--- src/rtl/mdc_pkg.sv ---
package mdc_pkg;

  typedef enum logic [2:0] {
    ST_IDLE,
    ST_ROW_SETUP,
    ST_ROW_ACT,
    ST_COL_ACT,
    ST_PRECHARGE,
    ST_REF_SETUP,
    ST_REF_ACT
  } mdc_state_e;

  function automatic int mdc_max(input int a, input int b);
    return (a > b) ? a : b;
  endfunction

endpackage

--- src/rtl/mdc_refresh_timer.sv ---
module mdc_refresh_timer #(
  parameter int REF_INTERVAL = 40,
  parameter int ROW_W        = 4
) (
  input  logic             clk,
  input  logic             rst_n,
  input  logic             ref_ack_i,
  input  logic             ref_done_i,
  output logic             ref_pend_o,
  output logic [ROW_W-1:0] ref_row_o
);
  localparam int IV_W = (REF_INTERVAL > 2) ? $clog2(REF_INTERVAL) : 1;

  logic [IV_W-1:0]  iv_q, iv_d;
  logic             pend_q, pend_d;
  logic [ROW_W-1:0] row_q, row_d;
  logic             tick;

  always_comb begin
    tick   = (iv_q == '0);
    iv_d   = tick ? IV_W'(REF_INTERVAL - 1) : iv_q - 1'b1;
    pend_d = pend_q;
    if (tick)           pend_d = 1'b1;
    else if (ref_ack_i) pend_d = 1'b0;
    row_d  = row_q;
    if (ref_done_i)     row_d = row_q + 1'b1;
  end

  always_ff @(posedge clk or negedge rst_n) begin
    if (!rst_n) begin
      iv_q   <= IV_W'(REF_INTERVAL - 1);
      pend_q <= 1'b0;
      row_q  <= '0;
    end else begin
      iv_q   <= iv_d;
      pend_q <= pend_d;
      row_q  <= row_d;
    end
  end

  assign ref_pend_o = pend_q;
  assign ref_row_o  = row_q;
endmodule

--- src/rtl/mdc_sequencer.sv ---
module mdc_sequencer
  import mdc_pkg::*;
#(
  parameter int ROW_W  = 4,
  parameter int COL_W  = 4,
  parameter int DATA_W = 8,
  parameter int T_RSU  = 1,
  parameter int T_RCD  = 2,
  parameter int T_CAC  = 2,
  parameter int T_PRE  = 2
) (
  input  logic                   clk,
  input  logic                   rst_n,
  input  logic                   req_valid_i,
  input  logic                   req_write_i,
  input  logic [ROW_W+COL_W-1:0] req_addr_i,
  input  logic [DATA_W-1:0]      req_wdata_i,
  output logic                   req_ready_o,
  output logic [DATA_W-1:0]      rsp_rdata_o,
  output logic                   rsp_done_o,
  input  logic                   ref_pend_i,
  input  logic [ROW_W-1:0]       ref_row_i,
  output logic                   ref_ack_o,
  output logic                   ref_done_o,
  output logic [mdc_max(ROW_W, COL_W)-1:0] dram_addr_o,
  output logic                   dram_ras_o,
  output logic                   dram_cas_o,
  output logic                   dram_we_o,
  output logic [DATA_W-1:0]      dram_dq_o,
  output logic                   dram_dq_oe_o,
  input  logic [DATA_W-1:0]      dram_dq_i
);
  localparam int MA_W  = mdc_max(ROW_W, COL_W);
  localparam int AW    = ROW_W + COL_W;
  localparam int T_RAS = T_RCD + T_CAC;
  localparam int T_MAX = mdc_max(mdc_max(T_RSU, T_RAS), T_PRE);
  localparam int CNT_W = $clog2(T_MAX + 1);

  mdc_state_e        state_q, state_d;
  logic [CNT_W-1:0]  cnt_q, cnt_d;
  logic [AW-1:0]     addr_q;
  logic [DATA_W-1:0] wdata_q, rdata_q;
  logic              wr_q, done_q, done_d;
  logic              accept, capture, last;

  // next-state process
  always_comb begin
    state_d    = state_q;
    cnt_d      = cnt_q;
    done_d     = 1'b0;
    accept     = 1'b0;
    capture    = 1'b0;
    ref_ack_o  = 1'b0;
    ref_done_o = 1'b0;
    last       = (cnt_q == '0);
    if (!last) cnt_d = cnt_q - 1'b1;
    unique case (state_q)
      ST_IDLE: begin
        if (ref_pend_i) begin
          ref_ack_o = 1'b1;
          state_d   = ST_REF_SETUP;
          cnt_d     = CNT_W'(T_RSU - 1);
        end else if (req_valid_i) begin
          accept  = 1'b1;
          state_d = ST_ROW_SETUP;
          cnt_d   = CNT_W'(T_RSU - 1);
        end
      end
      ST_ROW_SETUP: if (last) begin
        state_d = ST_ROW_ACT;
        cnt_d   = CNT_W'(T_RCD - 1);
      end
      ST_ROW_ACT: if (last) begin
        state_d = ST_COL_ACT;
        cnt_d   = CNT_W'(T_CAC - 1);
      end
      ST_COL_ACT: if (last) begin
        state_d = ST_PRECHARGE;
        cnt_d   = CNT_W'(T_PRE - 1);
        done_d  = 1'b1;
        capture = !wr_q;
      end
      ST_REF_SETUP: if (last) begin
        state_d = ST_REF_ACT;
        cnt_d   = CNT_W'(T_RAS - 1);
      end
      ST_REF_ACT: if (last) begin
        state_d    = ST_PRECHARGE;
        cnt_d      = CNT_W'(T_PRE - 1);
        ref_done_o = 1'b1;
      end
      ST_PRECHARGE: if (last) state_d = ST_IDLE;
      default: state_d = ST_IDLE;
    endcase
  end

  // register process
  always_ff @(posedge clk or negedge rst_n) begin
    if (!rst_n) begin
      state_q <= ST_IDLE;
      cnt_q   <= '0;
      done_q  <= 1'b0;
      addr_q  <= '0;
      wdata_q <= '0;
      wr_q    <= 1'b0;
      rdata_q <= '0;
    end else begin
      state_q <= state_d;
      cnt_q   <= cnt_d;
      done_q  <= done_d;
      if (accept) begin
        addr_q  <= req_addr_i;
        wdata_q <= req_wdata_i;
        wr_q    <= req_write_i;
      end
      if (capture) rdata_q <= dram_dq_i;
    end
  end

  // pin drive
  logic user_wr_phase;
  always_comb begin
    dram_addr_o = '0;
    unique case (state_q)
      ST_ROW_SETUP, ST_ROW_ACT: dram_addr_o = MA_W'(addr_q[AW-1:COL_W]);
      ST_COL_ACT:               dram_addr_o = MA_W'(addr_q[COL_W-1:0]);
      ST_REF_SETUP, ST_REF_ACT: dram_addr_o = MA_W'(ref_row_i);
      default:                  dram_addr_o = '0;
    endcase
    user_wr_phase = wr_q && (state_q == ST_ROW_SETUP || state_q == ST_ROW_ACT ||
                             state_q == ST_COL_ACT);
  end

  assign dram_ras_o   = (state_q == ST_ROW_ACT) || (state_q == ST_COL_ACT) ||
                        (state_q == ST_REF_ACT);
  assign dram_cas_o   = (state_q == ST_COL_ACT);
  assign dram_we_o    = user_wr_phase;
  assign dram_dq_oe_o = user_wr_phase;
  assign dram_dq_o    = wdata_q;
  assign req_ready_o  = (state_q == ST_IDLE) && !ref_pend_i;
  assign rsp_rdata_o  = rdata_q;
  assign rsp_done_o   = done_q;
endmodule

--- src/rtl/mux_dram_ctrl.sv ---
module mux_dram_ctrl
  import mdc_pkg::*;
#(
  parameter int ROW_W        = 4,
  parameter int COL_W        = 4,
  parameter int DATA_W       = 8,
  parameter int T_RSU        = 1,
  parameter int T_RCD        = 2,
  parameter int T_CAC        = 2,
  parameter int T_PRE        = 2,
  parameter int REF_INTERVAL = 40
) (
  input  logic                   clk,
  input  logic                   rst_n,
  input  logic                   req_valid_i,
  input  logic                   req_write_i,
  input  logic [ROW_W+COL_W-1:0] req_addr_i,
  input  logic [DATA_W-1:0]      req_wdata_i,
  output logic                   req_ready_o,
  output logic [DATA_W-1:0]      rsp_rdata_o,
  output logic                   rsp_done_o,
  output logic [mdc_max(ROW_W, COL_W)-1:0] dram_addr_o,
  output logic                   dram_ras_o,
  output logic                   dram_cas_o,
  output logic                   dram_we_o,
  output logic [DATA_W-1:0]      dram_dq_o,
  output logic                   dram_dq_oe_o,
  input  logic [DATA_W-1:0]      dram_dq_i
);
  logic             ref_pend, ref_ack, ref_done;
  logic [ROW_W-1:0] ref_row;

  mdc_refresh_timer #(
    .REF_INTERVAL(REF_INTERVAL),
    .ROW_W       (ROW_W)
  ) timer_i (
    .clk       (clk),
    .rst_n     (rst_n),
    .ref_ack_i (ref_ack),
    .ref_done_i(ref_done),
    .ref_pend_o(ref_pend),
    .ref_row_o (ref_row)
  );

  mdc_sequencer #(
    .ROW_W (ROW_W),
    .COL_W (COL_W),
    .DATA_W(DATA_W),
    .T_RSU (T_RSU),
    .T_RCD (T_RCD),
    .T_CAC (T_CAC),
    .T_PRE (T_PRE)
  ) seq_i (
    .clk         (clk),
    .rst_n       (rst_n),
    .req_valid_i (req_valid_i),
    .req_write_i (req_write_i),
    .req_addr_i  (req_addr_i),
    .req_wdata_i (req_wdata_i),
    .req_ready_o (req_ready_o),
    .rsp_rdata_o (rsp_rdata_o),
    .rsp_done_o  (rsp_done_o),
    .ref_pend_i  (ref_pend),
    .ref_row_i   (ref_row),
    .ref_ack_o   (ref_ack),
    .ref_done_o  (ref_done),
    .dram_addr_o (dram_addr_o),
    .dram_ras_o  (dram_ras_o),
    .dram_cas_o  (dram_cas_o),
    .dram_we_o   (dram_we_o),
    .dram_dq_o   (dram_dq_o),
    .dram_dq_oe_o(dram_dq_oe_o),
    .dram_dq_i   (dram_dq_i)
  );
endmodule

--- config.mk ---
export PLATFORM = sky130hd
export DESIGN_NAME = mux_dram_ctrl
export DESIGN_NICKNAME = d
export VERILOG_FILES = /design/src/rtl/mdc_pkg.sv /design/src/rtl/mdc_refresh_timer.sv /design/src/rtl/mdc_sequencer.sv /design/src/rtl/mux_dram_ctrl.sv
export SDC_FILE = /design/constraint.sdc
export NUM_CORES = 1
export LEC_CHECK = 0
export ABC_AREA = 1
export BUFFER_PORTS_ARGS = -buffer_cell sky130_fd_sc_hd__buf_4
export CORE_MARGIN = 10
export CORE_UTILIZATION = 45
export DETAILED_ROUTE_END_ITERATION = 8
export PLACE_DENSITY = 0.7
export SETUP_SLACK_MARGIN = 0.4
export SYNTH_ARGS = -nofsm -noshare
export SYNTH_HDL_FRONTEND = slang
export SYNTH_HIERARCHICAL = 1
export SYNTH_SLANG_ARGS = --single-unit
--- constraint.sdc ---
create_clock -name clk -period 2.72 [get_ports clk]
set_input_delay 0.272 -clock clk [delete_from_list [all_inputs] [get_ports clk]]
set_output_delay 0.272 -clock clk [all_outputs]
set_load 0.01 [all_outputs]
Word-level counts from Yosys, hierarchy flattened
Cells that the tools add are included.

word-level totals
  bits in registers = 43
  bits in latches = 0
  bits in writable memories = 0
  bits in read-only memories = 0
  input bits = 28
  output and inout bits = 26
  memories = 0

operators by class
  add/subtract/negate cells = 3
  multiply operators = 0
  divide/modulo/power cells = 0
  order comparisons = 0
  equal/unequal tests = 12
  shift operators = 0
  mux-type cells = 28
  bitwise operators = 0
  reductions and logical operators = 17

operators with widths
  operator                                                                  count
  3-bit 2-to-1 mux                                                          12
  3-bit case mux with 6 select lines                                        1
  1-bit 2-to-1 mux                                                          12
  4-bit case mux with 3 select lines                                        1
  2-bit by 1-bit inequality test with 1-bit output (second input constant)  5
  3-bit == test (second input constant)                                     3
  3-bit case mux with 3 select lines                                        1
  3-bit by 2-bit == test with 1-bit output (second input constant)          2
  3-bit zero test                                                           2
  6-bit zero test                                                           1
  6-bit 2-to-1 mux                                                          1
  6-bit AND reduction                                                       1
  2-bit OR reduction                                                        3
  6-bit by 1-bit subtractor with 6-bit output (second input constant)       1
  4-bit by 1-bit adder with 4-bit output (second input constant)            1
  1-bit logical OR                                                          4
  4-bit OR reduction                                                        1
  3-bit by 1-bit == test with 1-bit output (second input constant)          1
  3-bit inequality test (second input constant)                             1
  3-bit by 1-bit subtractor with 3-bit output (second input constant)       1
  1-bit logical AND                                                         2
  1-bit zero test                                                           2
  2-bit nonzero test                                                        1

Longest topological paths before layout
Gate-level depths: netlist of the first run.

  depth after elaboration = 5
  depth in mapped cells = 8

Hierarchy
Netlist of the first run, hierarchy kept.

by module, submodules not included
  module             times used  cells each  area an instance (sq um)
  mdc_sequencer      1           200         1,589.0
  mdc_refresh_timer  1           51          518.0

Worst setup path before layout of the first run
Ideal clock, no wire load.

  path kind = reg2out
  start = register seq_i.state_q[2]
  end = output dram_we_o
  data arrival time = 1.394 ns
  setup slack = 1.054 ns
  cell stages (with the launch flop) = 7
  cell sequence = dfrtp_1 inv_2 nand2_1 nor2_4 inv_1 a21boi_0 buf_4

on the way
  word-level cells in the longest chain between the ends = 4
  elaborated cells on any way between the ends = 6

RTL lines
  item                                                                                                         RTL line              source
  from (decl)                                                                                                  mdc_sequencer.sv:39   mdc_state_e state_q, state_d;
  from (signal assigned)                                                                                       mdc_sequencer.sv:108  state_q <= state_d;
  3-bit by 1-bit == test with 1-bit output / 3-bit by 2-bit == test with 1-bit output (equally long branches)  mdc_sequencer.sv:130  user_wr_phase = wr_q && (state_q == ST_ROW_SETUP || state_q == ST_ROW_ACT ||
  1-bit logical OR                                                                                             mdc_sequencer.sv:130
  1-bit logical OR (*)                                                                                         mdc_sequencer.sv:130
  1-bit logical AND (*)                                                                                        mdc_sequencer.sv:130
  to (decl)                                                                                                    mux_dram_ctrl.sv:25   output logic dram_we_o,

Mark *: on every way between the ends. The rest lies on a longest branch, timed or not.

Worst setup path after layout of the first run
  start = register seq_i.state_q[2]
  end = output dram_dq_oe_o

on the way
  word-level cells in the longest chain between the ends = 4
  elaborated cells on any way between the ends = 6

RTL lines
  item                                                                                                         RTL line              source
  3-bit by 1-bit == test with 1-bit output / 3-bit by 2-bit == test with 1-bit output (equally long branches)  mdc_sequencer.sv:130
  1-bit logical OR                                                                                             mdc_sequencer.sv:130
  1-bit logical OR (*)                                                                                         mdc_sequencer.sv:130
  1-bit logical AND (*)                                                                                        mdc_sequencer.sv:130
  to (decl)                                                                                                    mux_dram_ctrl.sv:27   output logic dram_dq_oe_o,

Marked as above.

==> impl_results.html, run 1 <==
<table>
<tr><th>Metric</th><th>Value</th></tr>
<tr><th colspan="2">CTS</th></tr>
<tr><td>Maximum clock insertion buffer count</td><td>2</td></tr>
<tr><td>Number of hold buffers added after cts</td><td>1</td></tr>
<tr><td>Worst-path clk slew</td><td>0.09 ns</td></tr>
<tr><td>Postcts setup bufs</td><td>0</td></tr>
<tr><td>Clk root buf</td><td>clkbuf_8</td></tr>
<tr><td>Insertion delay to the later sink of the worst-skew pair</td><td>0.30 ns</td></tr>
<tr><td>Clock tree from TritonCTS</td><td>yes</td></tr>
<tr><td>Maximum level of the CTS H-tree</td><td>2</td></tr>
<tr><td>Number of gates resized after CTS</td><td>0</td></tr>
<tr><td>Num Clock Sinks</td><td>43</td></tr>
<tr><td>TritonCTS buffer count</td><td>5</td></tr>
<tr><th colspan="2">Floorplan</th></tr>
<tr><td>I/O pins</td><td>54</td></tr>
<tr><td>Chip Width</td><td>88.43 um</td></tr>
<tr><td>Standard-cell row count</td><td>24</td></tr>
<tr><td>Effective utilization at floorplan</td><td>47.41%</td></tr>
<tr><td>Placeable core region</td><td>4444 um2</td></tr>
<tr><td>Die height</td><td>88.43 um</td></tr>
<tr><td>Die Outline Area</td><td>7819 um2</td></tr>
<tr><th colspan="2">Cells and area</th></tr>
<tr><td>Area of all sequential standard cells</td><td>1081 um2</td></tr>
<tr><td>Synth-to-Final Area Change</td><td>24.47%</td></tr>
<tr><td>Post-route standard cell area excluding fillers</td><td>2623 um2</td></tr>
<tr><td>Combined area of the multi-input logic cells</td><td>893.4 um2</td></tr>
<tr><td>Net count reported at finish</td><td>339</td></tr>
<tr><td>Diode count</td><td>0</td></tr>
<tr><td>Proportion of layout cells with a drive suffix above 1</td><td>24.76%</td></tr>
<tr><td>Non-filler instance count after layout</td><td>359</td></tr>
<tr><td>Layout fillers</td><td>432</td></tr>
<tr><th colspan="2">Placed design</th></tr>
<tr><td>Detailed Place HPWL</td><td>3625 um</td></tr>
<tr><td>Placed Cells</td><td>350</td></tr>
<tr><td>Weighted congestion at the end of routability-driven global placement</td><td>0.8881</td></tr>
<tr><td>Cell Area, Placed</td><td>2524 um2</td></tr>
<tr><td>Port bufs</td><td>53</td></tr>
<tr><th colspan="2">Worst hold path</th></tr>
<tr><td>Kind of path behind the tightest hold check</td><td>primary input to flop</td></tr>
<tr><td>Worst Hold Path Cells</td><td>3</td></tr>
<tr><th colspan="2">Logic synthesis</th></tr>
<tr><td>Synth Area in Compound Gates</td><td>2.672%</td></tr>
<tr><td>Mean post-synth cell area</td><td>8.395 um2</td></tr>
<tr><td>Synthesized instance count</td><td>251</td></tr>
<tr><td>Register bit total from synthesis</td><td>43</td></tr>
<tr><td>Number of flops mapped to enable cells by yosys</td><td>0</td></tr>
<tr><td>Leading register cell type out of synthesis</td><td>dfrtp_1</td></tr>
<tr><td>Fraction of registers with async set or reset after synthesis</td><td>100.0%</td></tr>
<tr><td>Simple-gate portion of the synthesized area</td><td>34.56%</td></tr>
<tr><td>Share of cell area taken by muxes after synthesis</td><td>0.5344%</td></tr>
<tr><td>Synthesized-area fraction occupied by adder cells</td><td>2.969%</td></tr>
<tr><td>Area of the mapped netlist</td><td>2107 um2</td></tr>
<tr><td>Syn Nets</td><td>284</td></tr>
<tr><td>Number of distinct standard cells referenced by the synthesized netlist</td><td>29</td></tr>
<tr><td>Xor/xnor share of the synthesized area</td><td>1.663%</td></tr>
<tr><td>YS warnings</td><td>6</td></tr>
<tr><td>Sequential-to-total area share from yosys stat</td><td>51.31%</td></tr>
<tr><td>Largest family of logic cells by synthesized area</td><td>simple AND/OR/NAND/NOR gates</td></tr>
<tr><th colspan="2">Global route</th></tr>
<tr><td>First-pass GRT wire length</td><td>8231 um</td></tr>
<tr><td>Number of antenna violations at the first check in global routing</td><td>0</td></tr>
<tr><td>Pin count of the biggest net entering global routing</td><td>44</td></tr>
<tr><td>Remaining global-route overflow</td><td>0</td></tr>
<tr><td>All-Layer GR Usage</td><td>13.07%</td></tr>
<tr><td>Number of global-route vias before repair</td><td>1800</td></tr>
<tr><th colspan="2">Power</th></tr>
<tr><td>Design Power</td><td>2.729 mW</td></tr>
<tr><td>IR drop worst, VDD</td><td>619.7 uV</td></tr>
<tr><td>Part of the power in the clock network</td><td>14.6%</td></tr>
<tr><td>Net switching share of the total power</td><td>41.69%</td></tr>
<tr><td>Pwr Density</td><td>1041 nW/um2</td></tr>
<tr><td>Comb power frac</td><td>46.5%</td></tr>
<tr><td>Internal power summed over all cells</td><td>1.591 mW</td></tr>
<tr><td>Net switching power of the design</td><td>1.138 mW</td></tr>
<tr><td>Proportion of power drawn by flip-flops and latches</td><td>38.9%</td></tr>
<tr><td>Leak Pwr</td><td>1.432 nW</td></tr>
<tr><th colspan="2">STA</th></tr>
<tr><td>Number of failing hold endpoints at the final stage</td><td>0</td></tr>
<tr><td>Final period demand of the worst path</td><td>2.130 ns</td></tr>
<tr><td>Max Clock Skew</td><td>0.009002 ns</td></tr>
<tr><td>Final max-slew violation count</td><td>0</td></tr>
<tr><td>Max_slew headroom</td><td>64.07%</td></tr>
<tr><td>RSZ-0062 raised after global routing</td><td>no</td></tr>
<tr><td>Achievable frequency</td><td>0.4695 GHz</td></tr>
<tr><td>Final setup violation count</td><td>0</td></tr>
<tr><td>Worst-Margin Slew</td><td>0.5348 ns</td></tr>
<tr><td>Crit share post-route</td><td>78.31%</td></tr>
<tr><td>Worst hold slack across all endpoints</td><td>0.1982 ns</td></tr>
<tr><td>TNS Setup</td><td>0 ns</td></tr>
<tr><th colspan="2">Routing</th></tr>
<tr><td>Pre-Repair DR Iteration Count</td><td>4</td></tr>
<tr><td>Post-detailed-route DRC marker count</td><td>0</td></tr>
<tr><td>Total wire length</td><td>4727 um</td></tr>
<tr><td>Vias per std cell</td><td>4.911</td></tr>
<tr><td>Total vias in the final route</td><td>1763</td></tr>
<tr><td>First-iteration detailed-routing DRC count</td><td>102</td></tr>
<tr><td>Number of nets with antenna violations after routing</td><td>0</td></tr>
<tr><td>Mean routed wirelength per cell</td><td>13.17 um</td></tr>
<tr><th colspan="2">Run</th></tr>
<tr><td>Number of max-cap violations</td><td>0</td></tr>
<tr><th colspan="2">Worst setup path</th></tr>
<tr><td>Reg2Reg Depth</td><td>5</td></tr>
<tr><td>Largest fanout on the critical path</td><td>15</td></tr>
<tr><td>Data arrival, critical path</td><td>1.86 ns</td></tr>
<tr><td>Critical path endpoint category</td><td>primary output</td></tr>
<tr><td>Required time at the endpoint of the critical path</td><td>2.45 ns</td></tr>
<tr><td>Crit start category</td><td>flop</td></tr>
<tr><td>Type of the setup path with the least slack</td><td>flop to primary output</td></tr>
<tr><th colspan="2">Run status</th></tr>
<tr><td>Outcome</td><td>finished clean</td></tr>
</table>
==> kinds of logic after synthesis <==
family | after synthesis
AND/OR/NAND/NOR | 159
XOR/XNOR | 4
adder cells (fa/ha/maj) | 5
AO/OA/AOI/OAI | 10
buffers and inverters | 29
flip-flops | 43
multiplexers | 1
==> sequential cells by signal, indices dropped and copies added (netlist names), 3 cells and up <==
name               cells
seq_i/addr_q           8
seq_i/dram_dq_o        8
seq_i/rsp_rdata_o      8
timer_i/iv_q           6
timer_i/ref_row_o      4
seq_i/cnt_q            3
seq_i/state_q          3
==> through the flow <==
step           worst slack, ns  utilization, %
5_1_grt                 0.4439           59.01
6_report                0.5900           59.01
3_3_place_gp            0.9749           56.78
4_1_cts                 0.5736           59.01
2_1_floorplan            1.054               -
3_5_place_dp            0.9185           56.78
==> cell usage after synthesis, drive strengths merged, types with 2 or more instances <==
cell,instances,share of area (%)
a21oi,3,0.71
buf,5,2.0
dfrtp,39,46
dfstp,4,5.0
ha,5,3.0
inv,23,4.1
nand2,97,18
nand3,37,8.8
nand3b,2,0.71
nand4,5,1.8
nor2,15,4.5
nor3,2,0.48
o21ai,6,1.6
xnor2,2,0.83
xor2,2,0.83
==> layout by cell type, fill, tap and decap left out, drive strengths merged, types with 2 or more instances in the layout <==
master / count
a21oi: 3
buf: 53
clkbuf: 5
clkinvlp: 2
dfrtp: 39
dfstp: 4
ha: 5
inv: 23
nand2: 97
nand3: 37
nand3b: 2
nand4: 5
nor2: 15
nor3: 2
o21ai: 6
xnor2: 2
xor2: 2
==> power groups by stage <==
stage | Clock (mW) | Sequential (mW) | Combinational [mW]
final | 0.399 | 1.06 | 1.27
after global routing | 0.445 | 1.10 | 1.44
after CTS | 0.414 | 1.06 | 1.29
after detailed placement | 0 | 1.08 | 1.29
after global placement | 0 | 1.07 | 1.26
after floorplan | 0 | 1.10 | 0.775
==> path summary, 6_finish.rpt <==
check | startpoint | end | slack (ns)
worst max-delay path | seq_i/state_q[2] | dram_dq_oe_o | 0.59
worst min-delay path | dram_dq_i[2] | seq_i/rsp_rdata_o[2] | 0.20
worst max register to register | seq_i/cnt_q[0] | timer_i/ref_row_o[1] | 0.96
worst min register to register | timer_i/iv_q[0] | timer_i/iv_q[0] | 0.47
max in group asynchronous | rst_n | timer_i/iv_q[2] | 1.86
min in group asynchronous | rst_n | seq_i/wr_q | 0.49
==> critical path, cell delays in order, from the launching register on <==
cell      delay [ns]
dfrtp_1         0.47
inv_2           0.12
nand2_1         0.10
nor2_4          0.29
inv_1           0.13
a21boi_0        0.27
buf_4           0.18
==> metal layers <==
metal / up-vias / wire [um] / track usage [%] / share of wire (%)
li1: 911 / - / - / -
met1: 790 / 2122 / 15.84 / 45
met2: 54 / 2124 / 20.09 / 45
met3: 8 / 380 / 5.331 / 8.0
met4: 0 / 100 / 5.580 / 2.1
met5: - / 0 / 0 / 0
==> layout make-up <==
| cell class | instances | share of cell area, % |
|---|---|---|
| inverters | 23 | 3.292 |
| multi-input cells | 179 | 34.06 |
| well taps | 52 | 2.481 |
| clock buffers | 5 | 2.624 |
| repair buffers | 54 | 15.55 |
| clock inverters | 3 | 0.7634 |
| flip-flops and latches | 43 | 41.22 |
Power figures use the tool's default switching activity.
==> run 2: changes to the inputs <==
Clock period 2.72 ns to 2.07 ns, I/O delays scaled along.
==> run 2 against run 1 <==
Design area rose by 9.7%. Worst setup slack got worse by 0.17 ns. Final cell count rose by 4.2%. Clock power rose by 93%. First-iteration DRC count rose by 21%. Via count rose by 4.2%. Register-to-register slack got worse by 0.45 ns. Routed wire length rose by 9.2%. Total power rose by 56%. Sequential share of layout area fell by 3.5 points.
==> impl_results.html, run 2 (synthesized netlist as in run 1, its figures left out) <==
<table>
<tr><th>Metric</th><th>Value</th></tr>
<tr><th colspan="2">Run status</th></tr>
<tr><td>Outcome</td><td>finished clean</td></tr>
<tr><th colspan="2">Worst setup path</th></tr>
<tr><td>Setup slack, reg-to-reg</td><td>0.51 ns</td></tr>
<tr><td>Critical path endpoint category</td><td>primary output</td></tr>
<tr><td>Largest fanout on the critical path</td><td>6</td></tr>
<tr><td>Required time at the endpoint of the critical path</td><td>1.86 ns</td></tr>
<tr><td>Slowest stage delay, CP</td><td>0.46 ns</td></tr>
<tr><td>Max stage delay cell, worst path</td><td>dfrtp_2</td></tr>
<tr><td>Ordered list of cells on the worst path</td><td>inv_2, nand2_4, nand2_4, nand2_2, inv_2, nand2_1, nand3_1, buf_4</td></tr>
<tr><td>Crit start category</td><td>flop</td></tr>
<tr><td>Top cell family by delay on the critical path</td><td>flip-flops</td></tr>
<tr><td>Type of the setup path with the least slack</td><td>flop to primary output</td></tr>
<tr><td>Data arrival, critical path</td><td>1.45 ns</td></tr>
<tr><td>Number of buffer and inverter stages on the critical path</td><td>3</td></tr>
<tr><th colspan="2">STA</th></tr>
<tr><td>Worst-Margin Slew</td><td>0.5331 ns</td></tr>
<tr><td>TNS Setup</td><td>0 ns</td></tr>
<tr><td>Max_slew headroom</td><td>64.46%</td></tr>
<tr><td>Final setup violation count</td><td>0</td></tr>
<tr><td>Crit share post-route</td><td>79.91%</td></tr>
<tr><td>Final max-slew violation count</td><td>0</td></tr>
<tr><td>Worst hold slack across all endpoints</td><td>0.1366 ns</td></tr>
<tr><td>Final worst-path setup slack</td><td>0.4158 ns</td></tr>
<tr><td>Number of failing hold endpoints at the final stage</td><td>0</td></tr>
<tr><td>Achievable frequency</td><td>0.6045 GHz</td></tr>
<tr><td>Final period demand of the worst path</td><td>1.654 ns</td></tr>
<tr><td>RSZ-0062 raised after global routing</td><td>yes</td></tr>
<tr><td>Max Clock Skew</td><td>0.01011 ns</td></tr>
<tr><th colspan="2">Floorplan</th></tr>
<tr><td>Placeable core region</td><td>4444 um2</td></tr>
<tr><td>I/O pins</td><td>54</td></tr>
<tr><td>Standard-cell row count</td><td>24</td></tr>
<tr><td>Die height</td><td>88.43 um</td></tr>
<tr><td>Effective utilization at floorplan</td><td>47.41%</td></tr>
<tr><td>Chip Width</td><td>88.43 um</td></tr>
<tr><td>Die Outline Area</td><td>7819 um2</td></tr>
<tr><th colspan="2">Routing</th></tr>
<tr><td>Total wire length</td><td>5161 um</td></tr>
<tr><td>Number of nets with antenna violations after routing</td><td>0</td></tr>
<tr><td>Pre-Repair DR Iteration Count</td><td>4</td></tr>
<tr><td>First-iteration detailed-routing DRC count</td><td>123</td></tr>
<tr><td>Post-detailed-route DRC marker count</td><td>0</td></tr>
<tr><td>Total vias in the final route</td><td>1837</td></tr>
<tr><td>Mean routed wirelength per cell</td><td>13.80 um</td></tr>
<tr><td>Vias per std cell</td><td>4.912</td></tr>
<tr><th colspan="2">Global route</th></tr>
<tr><td>All-Layer GR Usage</td><td>13.75%</td></tr>
<tr><td>Remaining global-route overflow</td><td>0</td></tr>
<tr><td>Pin count of the biggest net entering global routing</td><td>44</td></tr>
<tr><td>Number of antenna violations at the first check in global routing</td><td>0</td></tr>
<tr><td>Number of global-route vias before repair</td><td>1827</td></tr>
<tr><td>First-pass GRT wire length</td><td>8542 um</td></tr>
<tr><th colspan="2">Cells and area</th></tr>
<tr><td>Post-route standard cell area excluding fillers</td><td>2878 um2</td></tr>
<tr><td>Layout fillers</td><td>395</td></tr>
<tr><td>Most frequent cells in the layout</td><td>nand2_1, buf_4, dfrtp_1</td></tr>
<tr><td>Proportion of layout cells with a drive suffix above 1</td><td>33.85%</td></tr>
<tr><td>Net count reported at finish</td><td>354</td></tr>
<tr><td>Diode count</td><td>0</td></tr>
<tr><td>Synth-to-Final Area Change</td><td>36.58%</td></tr>
<tr><td>Most common cell after layout, fill and taps aside</td><td>nand2_1</td></tr>
<tr><th colspan="2">Power</th></tr>
<tr><td>Design Power</td><td>4.270 mW</td></tr>
<tr><td>Leak Pwr</td><td>1.573 nW</td></tr>
<tr><td>IR drop worst, VDD</td><td>776.4 uV</td></tr>
<tr><td>Pwr Density</td><td>1484 nW/um2</td></tr>
<tr><th colspan="2">CTS</th></tr>
<tr><td>Clock tree from TritonCTS</td><td>yes</td></tr>
<tr><td>Insertion delay to the later sink of the worst-skew pair</td><td>0.30 ns</td></tr>
<tr><td>TritonCTS buffer count</td><td>5</td></tr>
<tr><td>Clk root buf</td><td>clkbuf_8</td></tr>
<tr><td>Num Clock Sinks</td><td>43</td></tr>
<tr><td>Maximum level of the CTS H-tree</td><td>2</td></tr>
<tr><td>Maximum clock insertion buffer count</td><td>2</td></tr>
<tr><td>Worst-path clk slew</td><td>0.08 ns</td></tr>
<tr><th colspan="2">Placed design</th></tr>
<tr><td>Weighted congestion at the end of routability-driven global placement</td><td>0.8912</td></tr>
<tr><td>Pre-CTS setup slack</td><td>0.3839 ns</td></tr>
<tr><td>Port bufs</td><td>53</td></tr>
<tr><td>Cell Area, Placed</td><td>2539 um2</td></tr>
<tr><td>Detailed Place HPWL</td><td>3532 um</td></tr>
<tr><th colspan="2">Run</th></tr>
<tr><td>Number of max-cap violations</td><td>0</td></tr>
<tr><th colspan="2">Worst hold path</th></tr>
<tr><td>Kind of path behind the tightest hold check</td><td>primary input to flop</td></tr>
</table>
## run 2: final timing paths
check	start	to	depth (start not counted)
worst max-delay path	seq_i/state_q[0]	dram_addr_o[0]	8
worst min-delay path	req_wdata_i[4]	seq_i/dram_dq_o[4]	3
worst max register to register	seq_i/state_q[0]	seq_i/addr_q[5]	8
worst min register to register	timer_i/iv_q[0]	timer_i/iv_q[0]	1
max in group asynchronous	rst_n	seq_i/state_q[1]	2
min in group asynchronous	rst_n	seq_i/dram_dq_o[4]	2
## run 2: stage by stage
| step | util [%] | std cells |
|---|---|---|
| 6_report | 64.75 | 374 |
| 5_1_grt | 64.75 | 374 |
| 4_1_cts | 62.98 | 372 |
| 3_5_place_dp | 57.12 | 352 |
| 2_1_floorplan | - | 251 |
| 3_3_place_gp | 57.12 | 352 |
## run 2: worst reg2reg max path: cells and delay by family, from the launching register on
kind,cells,cell delay [ns]
buffers and inverters,2,0.34
DFF,1,0.46
and+or+nand+nor,6,0.66
## run 2: metal layers
layer / share of wire, % / wire length, um / vias up / global-route usage [%]
li1: - / - / 935 / -
met1: 46 / 2380 / 840 / 17.45
met2: 46 / 2363 / 57 / 21.10
met3: 6.8 / 352 / 5 / 4.963
met4: 1.3 / 65 / 0 / 4.846
met5: 0 / 0 / - / 0
## run 2: repair_timing
action | CTS | global route
hold buffers | 1 | 0
resized for setup | 12 | 19
hold endpoints to repair | 39 | 0
buffers inserted | 11 | 2
pin swaps | 2 | 3
endpoints found under the setup margin | 9 | 13
## run 2: area by class of cell
class	count	area [um2]	share of cell area, %
clock buffer	6	72.57	2.522
clock inverter	2	60.06	2.087
inverter	23	93.84	3.261
multi-input combinational	179	953.4	33.13
sequential	43	1085	37.70
tap	52	65.06	2.261
timing repair buffer	69	548.0	19.04
## run 2: power by group
part | total, mW | switching [mW] | internal (mW)
combinational | 2.09 | 1.15 | 0.943
clock | 0.770 | 0.288 | 0.482
sequential | 1.41 | 0.239 | 1.17
==> run 3: changes to the inputs <==
Clock period 2.07 ns to 1.6 ns, I/O delays scaled along.
==> run 3 against run 2 <==
The flow now finishes with violations (negative setup slack). Total power rose by 43%. Clock skew down 0.0060 ns. Final cell count grew 4.3%. Sequential power up 33%. Clock power fell by 6.8%. Critical endpoint is now dram_addr_o[2].
==> impl_results.html, run 3 (synthesized netlist as in run 1, its figures left out) <==
<table>
<tr><th>Metric</th><th>Value</th></tr>
<tr><th colspan="2">Worst setup path</th></tr>
<tr><td>Largest fanout on the critical path</td><td>4</td></tr>
<tr><td>Slowest stage delay, CP</td><td>0.44 ns</td></tr>
<tr><td>Type of the setup path with the least slack</td><td>flop to primary output</td></tr>
<tr><td>Max stage delay cell, worst path</td><td>dfrtp_1</td></tr>
<tr><td>Crit start category</td><td>flop</td></tr>
<tr><td>Critical path endpoint category</td><td>primary output</td></tr>
<tr><td>Data arrival, critical path</td><td>1.45 ns</td></tr>
<tr><td>Number of buffer and inverter stages on the critical path</td><td>3</td></tr>
<tr><td>Top cell family by delay on the critical path</td><td>flip-flops</td></tr>
<tr><td>Ordered list of cells on the worst path</td><td>inv_2, nand2_4, nand2_4, nand2_2, inv_2, nand2_1, nand3_2, buf_6</td></tr>
<tr><td>Required time at the endpoint of the critical path</td><td>1.44 ns</td></tr>
<tr><th colspan="2">Floorplan</th></tr>
<tr><td>I/O pins</td><td>54</td></tr>
<tr><td>Die height</td><td>88.43 um</td></tr>
<tr><td>Placeable core region</td><td>4444 um2</td></tr>
<tr><td>Die Outline Area</td><td>7819 um2</td></tr>
<tr><td>Chip Width</td><td>88.43 um</td></tr>
<tr><td>Effective utilization at floorplan</td><td>47.41%</td></tr>
<tr><td>Standard-cell row count</td><td>24</td></tr>
<tr><th colspan="2">Cells and area</th></tr>
<tr><td>Most common cell after layout, fill and taps aside</td><td>nand2_1</td></tr>
<tr><td>Post-route standard cell area excluding fillers</td><td>3297 um2</td></tr>
<tr><td>Proportion of layout cells with a drive suffix above 1</td><td>52.96%</td></tr>
<tr><td>Diode count</td><td>0</td></tr>
<tr><td>Synth-to-Final Area Change</td><td>56.47%</td></tr>
<tr><td>Net count reported at finish</td><td>370</td></tr>
<tr><td>Most frequent cells in the layout</td><td>nand2_1, buf_4, dfrtp_1</td></tr>
<tr><td>Non-filler instance count after layout</td><td>390</td></tr>
<tr><th colspan="2">Global route</th></tr>
<tr><td>Number of antenna violations at the first check in global routing</td><td>0</td></tr>
<tr><td>Number of global-route vias before repair</td><td>2030</td></tr>
<tr><td>Pin count of the biggest net entering global routing</td><td>44</td></tr>
<tr><td>Remaining global-route overflow</td><td>0</td></tr>
<tr><td>First-pass GRT wire length</td><td>9432 um</td></tr>
<tr><td>All-Layer GR Usage</td><td>15.40%</td></tr>
<tr><th colspan="2">Placed design</th></tr>
<tr><td>Weighted congestion at the end of routability-driven global placement</td><td>0.8278</td></tr>
<tr><td>Cell Area, Placed</td><td>2600 um2</td></tr>
<tr><td>Pre-CTS setup slack</td><td>0.1872 ns</td></tr>
<tr><td>Port bufs</td><td>53</td></tr>
<tr><td>Placed Cells</td><td>353</td></tr>
<tr><td>Detailed Place HPWL</td><td>3597 um</td></tr>
<tr><th colspan="2">Routing</th></tr>
<tr><td>Total wire length</td><td>5958 um</td></tr>
<tr><td>Total vias in the final route</td><td>1962</td></tr>
<tr><td>Post-detailed-route DRC marker count</td><td>0</td></tr>
<tr><td>Mean routed wirelength per cell</td><td>15.28 um</td></tr>
<tr><td>First-iteration detailed-routing DRC count</td><td>87</td></tr>
<tr><td>Number of nets with antenna violations after routing</td><td>0</td></tr>
<tr><td>Vias per std cell</td><td>5.031</td></tr>
<tr><td>Pre-Repair DR Iteration Count</td><td>4</td></tr>
<tr><th colspan="2">Power</th></tr>
<tr><td>Part of the power in the clock network</td><td>11.7%</td></tr>
<tr><td>Net switching power of the design</td><td>2.577 mW</td></tr>
<tr><td>Net switching share of the total power</td><td>42.11%</td></tr>
<tr><td>Leak Pwr</td><td>1.687 nW</td></tr>
<tr><td>Pwr Density</td><td>1856 nW/um2</td></tr>
<tr><td>Comb power frac</td><td>57.6%</td></tr>
<tr><td>Proportion of power drawn by flip-flops and latches</td><td>30.7%</td></tr>
<tr><td>Design Power</td><td>6.118 mW</td></tr>
<tr><td>Internal power summed over all cells</td><td>3.542 mW</td></tr>
<tr><td>IR drop worst, VDD</td><td>1223 uV</td></tr>
<tr><th colspan="2">STA</th></tr>
<tr><td>Final setup violation count</td><td>3</td></tr>
<tr><td>Max_slew headroom</td><td>64.34%</td></tr>
<tr><td>Number of failing hold endpoints at the final stage</td><td>0</td></tr>
<tr><td>Final period demand of the worst path</td><td>1.606 ns</td></tr>
<tr><td>Achievable frequency</td><td>0.6227 GHz</td></tr>
<tr><td>Max Clock Skew</td><td>0.004125 ns</td></tr>
<tr><td>Final worst-path setup slack</td><td>-0.005799 ns</td></tr>
<tr><td>Final max-slew violation count</td><td>0</td></tr>
<tr><td>Worst-Margin Slew</td><td>0.5349 ns</td></tr>
<tr><td>TNS Setup</td><td>-0.01436 ns</td></tr>
<tr><td>RSZ-0062 raised after global routing</td><td>yes</td></tr>
<tr><td>Crit share post-route</td><td>100.4%</td></tr>
<tr><th colspan="2">CTS</th></tr>
<tr><td>Clk root buf</td><td>clkbuf_8</td></tr>
<tr><td>Insertion delay to the later sink of the worst-skew pair</td><td>0.30 ns</td></tr>
<tr><td>Clock tree from TritonCTS</td><td>yes</td></tr>
<tr><td>Worst-path clk slew</td><td>0.08 ns</td></tr>
<tr><td>Maximum clock insertion buffer count</td><td>2</td></tr>
<tr><td>TritonCTS buffer count</td><td>5</td></tr>
<tr><td>Maximum level of the CTS H-tree</td><td>2</td></tr>
<tr><td>Num Clock Sinks</td><td>43</td></tr>
<tr><th colspan="2">Run</th></tr>
<tr><td>Number of max-cap violations</td><td>0</td></tr>
<tr><th colspan="2">Worst hold path</th></tr>
<tr><td>Kind of path behind the tightest hold check</td><td>primary input to flop</td></tr>
<tr><th colspan="2">Run status</th></tr>
<tr><td>Violations in the final reports</td><td>negative setup slack</td></tr>
<tr><td>Outcome</td><td>complete, but fails checks</td></tr>
</table>
## run 3: cell types whose count changed in the layout (fill, tap and decap cells not counted), moves of 3 or more
cell,change
nand2_8,+3
nand3_1,-18
inv_2,+6
inv_1,-6
nand2_2,+17
ha_1,-3
nand3_2,+18
nor2_1,-4
nor2_4,+3
buf_8,+3
buf_6,+10
nand2_1,-20
## run 3: area by class of cell
class	count	area, um2
clock inverters	1	8.758
multi-input cells	181	1234
flip-flops and latches	43	1084
inverters	23	93.84
fillers	315	1147
repair buffers	83	725.7
clock buffers	7	86.33
well taps	52	65.06
## run 3: what timing repair did
| action | 4_1_cts | 5_1_grt |
|---|---|---|
| gates resized for setup | 61 | 38 |
| pin swaps | 25 | 17 |
| hold endpoints to repair | 39 | 0 |
| hold buffers | 1 | 0 |
| endpoints found under the setup margin | 45 | 49 |
| buffers inserted | 17 | 9 |
| gates cloned | 2 | 0 |
## run 3: power by group through the flow
stage | Sequential [mW] | Combinational (mW) | Clock [mW]
3_5_place_dp | 1.85 | 2.35 | 0
6_report | 1.88 | 3.52 | 0.718
3_3_place_gp | 1.84 | 2.32 | 0
4_1_cts | 1.83 | 3.19 | 0.744
5_1_grt | 1.93 | 3.85 | 0.787
2_1_floorplan | 1.89 | 1.44 | 0
## run 3: routing by layer
| metal | GRT usage [%] | up-vias | routed length [um] |
|---|---|---|---|
| met3 | 5.974 | 10 | 450 |
| li1 | - | 975 | - |
| met2 | 25.59 | 58 | 2923 |
| met1 | 17.72 | 919 | 2472 |
| met5 | 0 | - | 0 |
| met4 | 5.433 | 0 | 111 |
## run 3: tightest hold or removal path, cell delays in order
cell and delay, ns:
buf_4 0.08, nand3_2 0.06, nand2_1 0.05
## run 3: path summary, 6_finish.rpt
check / startpoint / depth (start not counted) / endpoint / slack (ns)
worst max-delay path: seq_i/state_q[1] / 8 / dram_addr_o[2] / -0.006
max in group asynchronous: rst_n / 2 / seq_i/state_q[0] / 0.81
worst min-delay path: dram_dq_i[3] / 3 / seq_i/rsp_rdata_o[3] / 0.08
worst max register to register: seq_i/state_q[0] / 8 / seq_i/addr_q[1] / 0.09
min in group asynchronous: rst_n / 2 / seq_i/dram_dq_o[1] / 0.40
worst min register to register: seq_i/rsp_rdata_o[0] / 2 / seq_i/rsp_rdata_o[0] / 0.48
## run 3: metrics by stage
stage | hold slack (ns) | util, %
after floorplan | -0.1356 | -
after global placement | 0.1847 | 58.50
after detailed placement | 0.1881 | 58.50
after CTS | 0.07675 | 69.54
after global routing | 0.07754 | 74.18
final | 0.08073 | 74.18
